<file path="config.mk">
export PLATFORM = sky130hd
export DESIGN_NAME = dual_itimer
export DESIGN_NICKNAME = d
export VERILOG_FILES = /design/src/rtl/itmr_pkg.sv /design/src/rtl/itmr_stage.sv /design/src/rtl/itmr_src_sel.sv /design/src/rtl/dual_itimer.sv
export SDC_FILE = /design/constraint.sdc
export NUM_CORES = 1
export LEC_CHECK = 0
export BUFFER_PORTS_ARGS = -buffer_cell sky130_fd_sc_hd__buf_2
export CAP_MARGIN = 20
export CORE_MARGIN = 3
export CORE_UTILIZATION = 40
export CTS_CLUSTER_SIZE = 12
export DETAILED_ROUTE_END_ITERATION = 6
export PLACE_DENSITY = 0.66
export RECOVER_POWER = 100
export SYNTH_ARGS = -nofsm -noshare
export SYNTH_HDL_FRONTEND = slang
export SYNTH_SLANG_ARGS = --single-unit
</file>
<file path="constraint.sdc">
create_clock -name clk -period 2 [get_ports clk]
set_clock_uncertainty 0.1 [all_clocks]
set_input_delay 0.1 -clock clk [delete_from_list [all_inputs] [get_ports clk]]
set_output_delay 0.1 -clock clk [all_outputs]
set_load 0.01 [all_outputs]
</file>
<file path="src/rtl/itmr_pkg.sv">
package itmr_pkg;
    localparam int CW = 8;

    typedef enum logic [1:0] {
        SRC_AUX  = 2'd0,
        SRC_CASC = 2'd1,
        SRC_SUB  = 2'd2
    } src_e;

    // mask of the low (base+code) bits, saturating at CW bits
    function automatic logic [CW-1:0] low_mask(input int unsigned base, input logic [2:0] code);
        logic [CW:0] one_hot;
        one_hot = (CW+1)'(1) << (base + code);
        return CW'(one_hot - (CW+1)'(1));
    endfunction
endpackage

</file>
<file path="src/rtl/itmr_stage.sv">
module itmr_stage #(
    parameter int W = 8
) (
    input  logic         clk,
    input  logic         rst_n,
    input  logic         adv,
    input  logic         wr,
    input  logic [W-1:0] wd,
    output logic [W-1:0] cnt_q,
    output logic         carry
);
    always_ff @(posedge clk) begin
        if (!rst_n)   cnt_q <= '0;
        else if (wr)  cnt_q <= wd;
        else if (adv) cnt_q <= cnt_q + W'(1);
    end

    assign carry = adv & ~wr & (&cnt_q);


    step_one_chk: assert property (@(posedge clk) disable iff (!rst_n)
        (adv && !wr) |=> cnt_q == W'($past(cnt_q) + W'(1)));

    idle_hold_chk: assert property (@(posedge clk) disable iff (!rst_n)
        (!adv && !wr) |=> $stable(cnt_q));

    write_load_chk: assert property (@(posedge clk) disable iff (!rst_n)
        wr |=> cnt_q == $past(wd));
endmodule

</file>
<file path="src/rtl/itmr_src_sel.sv">
module itmr_src_sel
    import itmr_pkg::*;
(
    input  logic sel,
    input  logic div,
    input  logic aux_tick,
    input  logic sub_tick,
    input  logic carry1,
    output src_e src,
    output logic adv
);
    always_comb begin
        if (div)      src = SRC_CASC;
        else if (sel) src = SRC_SUB;
        else          src = SRC_AUX;
    end

    always_comb begin
        unique case (src)
            SRC_AUX:  adv = aux_tick;
            SRC_SUB:  adv = sub_tick;
            SRC_CASC: adv = carry1;
            default:  adv = 1'b0;
        endcase
    end
endmodule

</file>
<file path="src/rtl/dual_itimer.sv">
module dual_itimer
    import itmr_pkg::*;
(
    input  logic         clk,
    input  logic         rst_n,
    input  logic         aux_tick,
    input  logic         sub_tick,
    input  logic [7:0]   wdata,
    input  logic         ctl_we,
    input  logic         cnt1_we,
    input  logic         cnt2_we,
    input  logic         ien_we,
    input  logic         flag_we,
    output logic [7:0]   ctl_q,
    output logic [7:0]   cnt1_q,
    output logic [7:0]   cnt2_q,
    output logic         ien_q,
    output logic         flag_q,
    output logic         frame_pulse,
    output logic         irq
);
    localparam int FRAME_BASE = 5;
    localparam int IVL_BASE   = 1;

    logic       f_sel, f_hold, f_div;
    logic [1:0] f_frame;
    logic [2:0] f_ivl;
    logic       adv1, adv2, src_adv, carry1;
    logic       frame_hit, ivl_hit;
    logic [CW-1:0] nxt1, nxt2;
    src_e       src;

    always_ff @(posedge clk) begin
        if (!rst_n)      ctl_q <= '0;
        else if (ctl_we) ctl_q <= wdata;
    end

    assign f_sel   = ctl_q[7];
    assign f_hold  = ctl_q[6];
    assign f_div   = ctl_q[5];
    assign f_frame = ctl_q[4:3];
    assign f_ivl   = ctl_q[2:0];

    assign adv1 = aux_tick & ~(f_hold & f_div);

    itmr_stage #(.W(CW)) stage1_i (
        .clk(clk), .rst_n(rst_n), .adv(adv1), .wr(cnt1_we), .wd(wdata),
        .cnt_q(cnt1_q), .carry(carry1));

    itmr_src_sel src_i (
        .sel(f_sel), .div(f_div), .aux_tick(aux_tick), .sub_tick(sub_tick),
        .carry1(carry1), .src(src), .adv(src_adv));

    assign adv2 = src_adv & ~f_hold;

    logic carry2_unused;
    itmr_stage #(.W(CW)) stage2_i (
        .clk(clk), .rst_n(rst_n), .adv(adv2), .wr(cnt2_we), .wd(wdata),
        .cnt_q(cnt2_q), .carry(carry2_unused));

    assign nxt1 = cnt1_q + CW'(1);
    assign nxt2 = cnt2_q + CW'(1);
    assign frame_hit = adv1 & ~cnt1_we & ((nxt1 & low_mask(FRAME_BASE, {1'b0, f_frame})) == '0);
    assign ivl_hit   = adv2 & ~cnt2_we & ((nxt2 & low_mask(IVL_BASE, f_ivl)) == '0);

    always_ff @(posedge clk) begin
        if (!rst_n) begin
            frame_pulse <= 1'b0;
            flag_q      <= 1'b0;
            ien_q       <= 1'b0;
        end else begin
            frame_pulse <= frame_hit;
            if (ivl_hit)      flag_q <= 1'b1;
            else if (flag_we) flag_q <= wdata[0];
            if (ien_we)       ien_q  <= wdata[0];
        end
    end

    assign irq = flag_q & ien_q;


    both_hold_chk: assert property (@(posedge clk) disable iff (!rst_n)
        (f_hold && f_div && !cnt1_we) |=> $stable(cnt1_q));

    second_hold_chk: assert property (@(posedge clk) disable iff (!rst_n)
        (f_hold && !cnt2_we) |=> $stable(cnt2_q));

    flag_sticky_chk: assert property (@(posedge clk) disable iff (!rst_n)
        (flag_q && !flag_we) |=> flag_q);

    hw_wins_chk: assert property (@(posedge clk) disable iff (!rst_n)
        ivl_hit |=> flag_q);

    frame_single_chk: assert property (@(posedge clk) disable iff (!rst_n)
        (frame_pulse && f_frame != 2'd0 && !ctl_we && !cnt1_we) |=> !frame_pulse);

    irq_needs_en_chk: assert property (@(posedge clk) disable iff (!rst_n)
        irq |-> (ien_q && flag_q));
endmodule

</file>
Yosys cells after proc, flatten, opt, wreduce, memory -nomap -nowiden
Cells that the tools add are included.

Register bits after elaboration: 27. Input bits: 17. Output and inout bits: 28. Word-level logic and storage cells: 47.

$add $sub $neg: 6. Equal/unequal tests: 2. Shifts and indexed selects: 2. Multiplexer cells: 9. Bitwise operators: 15. Reductions and logical operators: 7.

Operators with widths (count): $mux 8 (4); $add 8x1->8 const B (2); $and 8x8->8 (2); $logic_not 8->1 (2); $shl 1x4->8 const A (2); $sub 8x1->8 const B (2); $and 1x1->1 (9); $reduce_and 8->1 (1); $reduce_bool 2->1 (3); $add 1x3->4 const A (1); $add 3x2->4 const A (1); $mux 2 (2); $not 1->1 (4); $pmux 1 s3 (1); $eq 2x1->1 const B (1); $eq 2x2->1 const B (1); $logic_not 2->1 (1); $mux 1 (2).

Logic depth before layout (Yosys ltp)
Gate-level depths: netlist (run 1).

Depth after elaboration: 10. Depth in mapped cells: 8. Depth with buffers taken out: 7.

Hierarchy
From an unflattened synthesis (run 1), not the netlist that was laid out.

Cells, all modules: 208. Area total of the unflattened synthesis: 1765.4 sq um.

Modules (own cells, without submodules): itmr_stage (times used 2, cells each 55, area an instance 464.2 sq um, sequential area each 160.2 sq um); dual_itimer (times used 1, cells each 93, area an instance 804.5 sq um, sequential area each 220.2 sq um); itmr_src_sel (times used 1, cells each 5, area an instance 32.5 sq um, sequential area each 0.0 sq um).

Worst setup path after synthesis (run 1)
Ideal clock, no wire load.

Kind: reg-to-reg. From: register ctl_q[0]. To: register flag_q. Library setup time: 0.124 ns. Arrival time: 1.848 ns. Required time: 1.776 ns. Path slack: -0.072 ns. Stages on the path, launching flop included: 9. Path buffers: 1. Period minus slack after synthesis: 2.072 ns. Cell sequence: dfxtp_1 -> clkbuf_1 -> or3_1 -> ha_1 -> or3b_2 -> a21oi_1 -> a31oi_1 -> o2111ai_1 -> o21ai_0.

Longest elaborated chain between the ends: 7. Elaborated cells on any way between the ends: 8. Classes of those cells: add/sub: 2; shift: 1; mux: 1; bitwise: 2; reduce/logical: 2.

Ends and longest elaborated chain: start: declaration (RTL line dual_itimer.sv:14) `output logic [7:0] ctl_q,`; start signal: assignment (RTL line dual_itimer.sv:35) `else if (ctl_we) ctl_q <= wdata;`; $add 1x3->4 (*) (RTL line itmr_pkg.sv:13) `one_hot = (CW+1)'(1) << (base + code);`; $shl 1x4->8 (*) (RTL line itmr_pkg.sv:13); $sub 8x1->8 (*) (RTL line itmr_pkg.sv:14) `return CW'(one_hot - (CW+1)'(1));`; $and 8x8->8 (*) (RTL line dual_itimer.sv:64) `assign ivl_hit = adv2 & ~cnt2_we & ((nxt2 & low_mask(IVL_BASE, f_ivl)) == '0);`; $logic_not 8->1 (*) (RTL line dual_itimer.sv:64); $and 1x1->1 (*) (RTL line dual_itimer.sv:64); $mux 1 / $reduce_bool 2->1 (equally long branches); end signal: assignment (RTL line dual_itimer.sv:74) `else if (flag_we) flag_q <= wdata[0];`; end: declaration (RTL line dual_itimer.sv:18) `output logic flag_q,`.

Every way passes the cells marked *; elsewhere a longest branch is shown, timed or not. A chain may end at the register's enable or synchronous reset.

Final worst setup path (run 1)
Ends and elaborated chain as after synthesis.

==> flow_metrics.tcl, run 1 <==
set metrics [dict create \
    detail-route-antenna-nets 0 \
    synthesis.nets 210 \
    hold_viol 0 \
    area_delta_synth_final_pct 16.74 \
    num_io_pins 45 \
    synth_edf_count 0 \
    r2r-start "ctl_q[0]$_SDFFE_PN0P_" \
    switchingPower_uw 354.0 \
    cts_tree "built" \
    critPathMaxFanout 6 \
    ys_seq_area_share_pct 32.73 \
    num_rows 22 \
    cts_inserted_buffers 3 \
    drt_iter0_drc 70 \
    fmax_mhz 532.4 \
    start_util_pct 43.17 \
    die_h_um 70.26 \
    antenna_found_initial 0 \
    drv_cap 0 \
    viasPerCell 5.180 \
    placed_cell_area_mm2 0.001926 \
    timing.final.crit_share_pct 93.91 \
    core-area_mm2 0.003826 \
    layout_setup_ws_ps 121.7 \
    clk-insertion-delay-late_ps 270 \
    arrival_ps 1990 \
    vias 1466 \
    power_frac_comb_pct 21.5 \
    avgSynthCellArea_um2 8.693 \
    intPower_uw 828.9 \
    drc 0 \
    vdd_drop_max_v 0.0004277 \
    synth_largest_area_cell "dfxtp_1" \
    grt_usage_pct 15.67 \
    final_core_util_pct 50.39 \
    dp_slack_ps 142.4 \
    setup_viol 0 \
    critPathCaptureType "flip-flop" \
    power_leakage_nw 0.7667 \
    routed_wl_um 3872 \
    synthCells 190 \
    p_sw_share_pct 29.93 \
    fill_cells 388 \
    outcome "finished clean" \
    dp_hpwl_um 3022 \
    ys_warn_count 0 \
    drive_above_1_share_pct 14.47 \
    ys_ff_latch 27 \
    synth_top_cell_area_share_pct 32.73 \
    path_clk_slew_ps 100 \
    dr.pass1.iters 4 \
    synth_commonest_cells "27 x dfxtp_1, 18 x o21ai_0, 13 x mux2i_1" \
    gr-total-overflow 0 \
    reg2reg_to "flag_q$_SDFFE_PN0P_" \
    grt_max_degree 18 \
    wire_per_inst_um 13.68 \
    final.setup.tns_ps 0 \
    htree_levels 1 \
    post_cts_buffers 0 \
    timing.critical_path.to "flag_q$_SDFFE_PN0P_" \
    io_buffers 44 \
    p_clk_share_pct 26.3 \
    rsz0062_at_grt "no" \
    r2r_cells 6 \
    syn_area_mm2 0.001652 \
    stdcell_area_mm2 0.001928 \
    slew_viol_final 0 \
    ys_top_cells_by_area "dfxtp_1 33%, mux2i_1 7.9%, xnor2_1 5.8%, xor2_1 5.8%, o21ai_0 5.5%" \
    async_flop_share_pct 0 \
    p_seq_share_pct 52.2 \
    multi_input_area_mm2 0.001032 \
    p_total_mw 1.183 \
    seq_area_um2 540.5 \
    synth.most_common_cell "dfxtp_1" \
    first_global_vias 1303 \
    die_w_um 70.26 \
    grt_pass1_wl_um 6285 \
    critPathKind "reg -> reg" \
    gp_congestion 0.7809 \
    clk_path_buf_depth 2 \
    synth_cell_types 48 \
    cp.required_ps 2110 \
    die_area_mm2 0.004936 \
    antenna_cells 0 \
    min_path_type "in -> reg" \
    crit_path_start "ctl_q[0]$_SDFFE_PN0P_" \
    r2r_slack_ps 120 \
    critPathLaunchType "flip-flop" \
    ys.flop_type "dfxtp_1" \
    final_nets 256 \
    min_period_ps 1878 \
    cts.sinks 27 \
    cts-root-buf "clkbuf_8" \
    powerDensity_mw_per_mm2 613.5 \
]
-- critical path: stages, from the launching register on --
cell,delay (ps)
dfxtp_1,320
or3_1,410
ha_4,200
xor2_1,160
a222oi_1,330
o221ai_1,160
o21ai_0,150
-- power by group through the flow --
stage                     clock (mW)  sequential (mW)  combinational, mW
final                          0.312            0.617              0.254
after global routing           0.347            0.625              0.281
after CTS                      0.322            0.617              0.267
after detailed placement           0            0.629              0.264
after global placement             0            0.629              0.262
after floorplan                    0            0.639              0.159
-- per-layer routing --
metal  up-vias  routed length (um)  track usage, %
met5         -                   0               0
met4         0                  34           3.830
met3         4                 210           3.885
met2        35                1730           23.91
met1       676                1897           21.97
li1        751                   -               -
-- metrics by stage --
stage                     hold WS [ps]  cells
final                            7.820    283
after global routing             21.29    283
after global placement           283.1    278
after detailed placement         291.9    278
after CTS                        6.592    283
after floorplan                  130.3    190
-- layout by cell type (no fill, tap or decap), types with 2 or more instances in the layout --
master,instances
mux2i_1,13
o21ai_0,18
nor2_1,8
clkbuf_1,33
nand3_1,10
and2_1,4
nor2b_1,9
a21oi_1,9
o211a_1,3
xor2_1,11
buf_2,17
mux2_2,2
buf_4,2
nand2_1,11
nor3_1,2
and2_0,2
ha_1,2
nand2b_1,4
xnor2_1,11
nand3b_1,2
clkbuf_8,3
nand4_1,2
dfxtp_1,27
inv_1,4
-- timing repair --
action | in CTS | in global routing
endpoints found under the setup margin | 0 | 1
hold buffers | 1 | 0
gates resized for setup | 0 | 1
hold endpoints to repair | 1 | 0
-- kinds of logic (layout without fill, tap and decap cells) --
kind of cell             Yosys count  after routing  synth area share, %
other                              1              1               0.2271
adder cells (fa/ha/maj)            3              3                2.273
AO/OA/AOI/OAI                     40             40                15.53
AND/OR/NAND/NOR                   66             66                23.26
flip-flops                        27             27                32.73
buffers and inverters             16             61                5.075
multiplexers                      15             15                9.242
XOR/XNOR                          22             22                11.67
-- state kept, by name (all words and copies together) (netlist names) --
signal and cells:
stage2_i.cnt_q 8, ien_q 1, flag_q 1, stage1_i.cnt_q 8, frame_pulse 1, ctl_q 8
-- worst min path at each step --
stage | slack (ps) | cells after the start | start | end
finish | 8 | 3 | wdata[5] | ctl_q[5]$_SDFFE_PN0P_
floorplan | 130 | 2 | wdata[0] | stage2_i.cnt_q[0]$_SDFFE_PN0P_
global placement | 280 | 3 | ien_we | ien_q$_SDFFE_PN0P_
CTS | 7 | 3 | wdata[5] | ctl_q[5]$_SDFFE_PN0P_
global route | 20 | 3 | wdata[7] | ctl_q[7]$_SDFFE_PN0P_
detailed placement | 290 | 3 | ien_we | ien_q$_SDFFE_PN0P_
-- final cells by class --
class,instances,share of cell area [%]
inverters,4,0.7787
flip-flops and latches,27,28.03
clock inverters,1,0.2596
well taps,48,3.115
multi-input cells,147,53.54
repair buffers,53,12.13
clock buffers,3,2.141
No activity file was read; power rests on OpenSTA's default activity.
==> run 2, diff against run 1 <==
- CORE_UTILIZATION: 40 -> 45
- CTS_BUF_LIST: default -> sky130_fd_sc_hd__clkbuf_4 sky130_fd_sc_hd__clkbuf_8
- PLACE_DENSITY: 0.66 -> 0.73
==> flow_metrics.tcl, run 2 (same netlist as run 1, synthesis figures left out) <==
set metrics [dict create \
    slew_viol_final 0 \
    outcome "finished clean" \
    r2r_slack_ps 130 \
    die_h_um 66.58 \
    grt_usage_pct 17.60 \
    min_path_type "in -> reg" \
    cts_tree "built" \
    dr.pass1.iters 4 \
    worstPathCellList "or3_1 -> ha_2 -> xor2_1 -> a222oi_1 -> o221ai_1 -> o21ai_0" \
    core-area_mm2 0.003442 \
    path_clk_slew_ps 90 \
    wire_per_inst_um 13.21 \
    drc 0 \
    fill_cells 365 \
    slowest_stage "or3_1" \
    grt_pass1_wl_um 5989 \
    powerDensity_mw_per_mm2 619.0 \
    power_leakage_nw 0.7711 \
    critPathMaxFanout 6 \
    timing.final.crit_share_pct 93.66 \
    critPathLaunchType "flip-flop" \
    gr-total-overflow 0 \
    critPathCaptureType "flip-flop" \
    io_buffers 44 \
    hold_viol 0 \
    cts.hold.buffers_added 0 \
    area_delta_synth_final_pct 16.29 \
    seq_area_um2 540.5 \
    rsz0062_at_grt "no" \
    routed_wl_um 3725 \
    clk_path_buf_depth 2 \
    setup_viol 0 \
    arrival_ps 1980 \
    dp_cells 278 \
    final_common_cell "clkbuf_1" \
    cp_slowest_stage_delay_ps 370 \
    vias 1462 \
    critPathKind "reg -> reg" \
    detail-route-antenna-nets 0 \
    fmax_mhz 533.8 \
    drive_above_1_share_pct 15.25 \
    die_w_um 66.58 \
    drt_iter0_drc 41 \
    drv_cap 0 \
    cts_inserted_buffers 3 \
    viasPerCell 5.184 \
    grt_max_degree 18 \
    antenna_found_initial 0 \
    clk-insertion-delay-late_ps 270 \
    htree_levels 1 \
    gp_congestion 0.8226 \
    start_util_pct 47.98 \
    cts-root-buf "clkbuf_8" \
    layout_common_cells "33 x clkbuf_1, 27 x dfxtp_1, 18 x o21ai_0, 18 x buf_2, 13 x mux2i_1" \
    dp_hpwl_um 2953 \
    min_period_ps 1873 \
    antenna_cells 0 \
    final.setup.tns_ps 0 \
    final_nets 257 \
    first_global_vias 1300 \
    vdd_drop_max_v 0.0003097 \
    largestRegisters "ctl_q (8), stage1_i.cnt_q (8), stage2_i.cnt_q (8)" \
    post_cts_resized 0 \
    cp.required_ps 2110 \
    cts.sinks 27 \
    finalNonFillerCells 282 \
    die_area_mm2 0.004433 \
    num_rows 21 \
    num_io_pins 45 \
    multi_input_area_mm2 0.001022 \
    post_cts_buffers 0 \
]
-- run 2: changes by cell type in the layout (fill, tap and decap cells not counted), sizes merged --
cell / previous run / this run
dlygate4sd3: 1 / 0
buf: 19 / 21
clkinv: 1 / 0
clkbuf: 36 / 37
-- run 2: critical path: cells and delay by family (launching register included) --
kind	cells	cell delay (ps)
AOI/OAI and AO/OA	3	640
and+or+nand+nor	1	370
DFF	1	310
adders and majority gates	1	210
xor gates and xnor gates	1	160
-- run 2: worst paths after layout --
| check | from | to | depth (start not counted) |
|---|---|---|---|
| max | ctl_q[0]$_SDFFE_PN0P_ | flag_q$_SDFFE_PN0P_ | 6 |
| min reg2reg | ctl_q[3]$_SDFFE_PN0P_ | frame_pulse$_SDFF_PN0_ | 1 |
| max reg2reg | ctl_q[0]$_SDFFE_PN0P_ | flag_q$_SDFFE_PN0P_ | 6 |
| min | ien_we | ien_q$_SDFFE_PN0P_ | 3 |
-- run 2: metrics by stage --
step / worst slack (ps) / power, mW / util [%] / hold WS [ps] / cell area, um^2
after floorplan: 26.35 / 0.7975 / - / 130.3 / 1655
after global placement: 180.0 / 0.8917 / 56.31 / 280.3 / 1938
after detailed placement: 147.7 / 0.8957 / 56.31 / 282.6 / 1938
after CTS: 130.1 / 1.220 / 57.72 / 2.649 / 1987
after global routing: 9.579 / 1.263 / 55.80 / 30.62 / 1921
final: 126.7 / 1.189 / 55.80 / 2.569 / 1921
-- run 2: layer usage --
layer | track usage, % | up-vias | wire, um
li1 | - | 755 | -
met5 | 0 | - | 0
met1 | 24.23 | 661 | 1818
met4 | 6.091 | 0 | 54
met3 | 2.867 | 6 | 165
met2 | 27.60 | 40 | 1687
-- run 2: power by group --
part	total (mW)	switching, mW	internal, mW	leakage [nW]
Combinational	0.253	0.138	0.115	0.522
Sequential	0.615	0.0419	0.573	0.223
Clock	0.321	0.165	0.156	0.0262
Total	1.19	0.345	0.844	0.771
-- run 2: layout make-up --
class | count | share of cell area (%)
clock buffers | 4 | 2.541
inverters | 4 | 0.7818
multi-input cells | 147 | 53.22
flip-flops and latches | 27 | 28.14
well taps | 46 | 2.997
repair buffers | 54 | 12.31
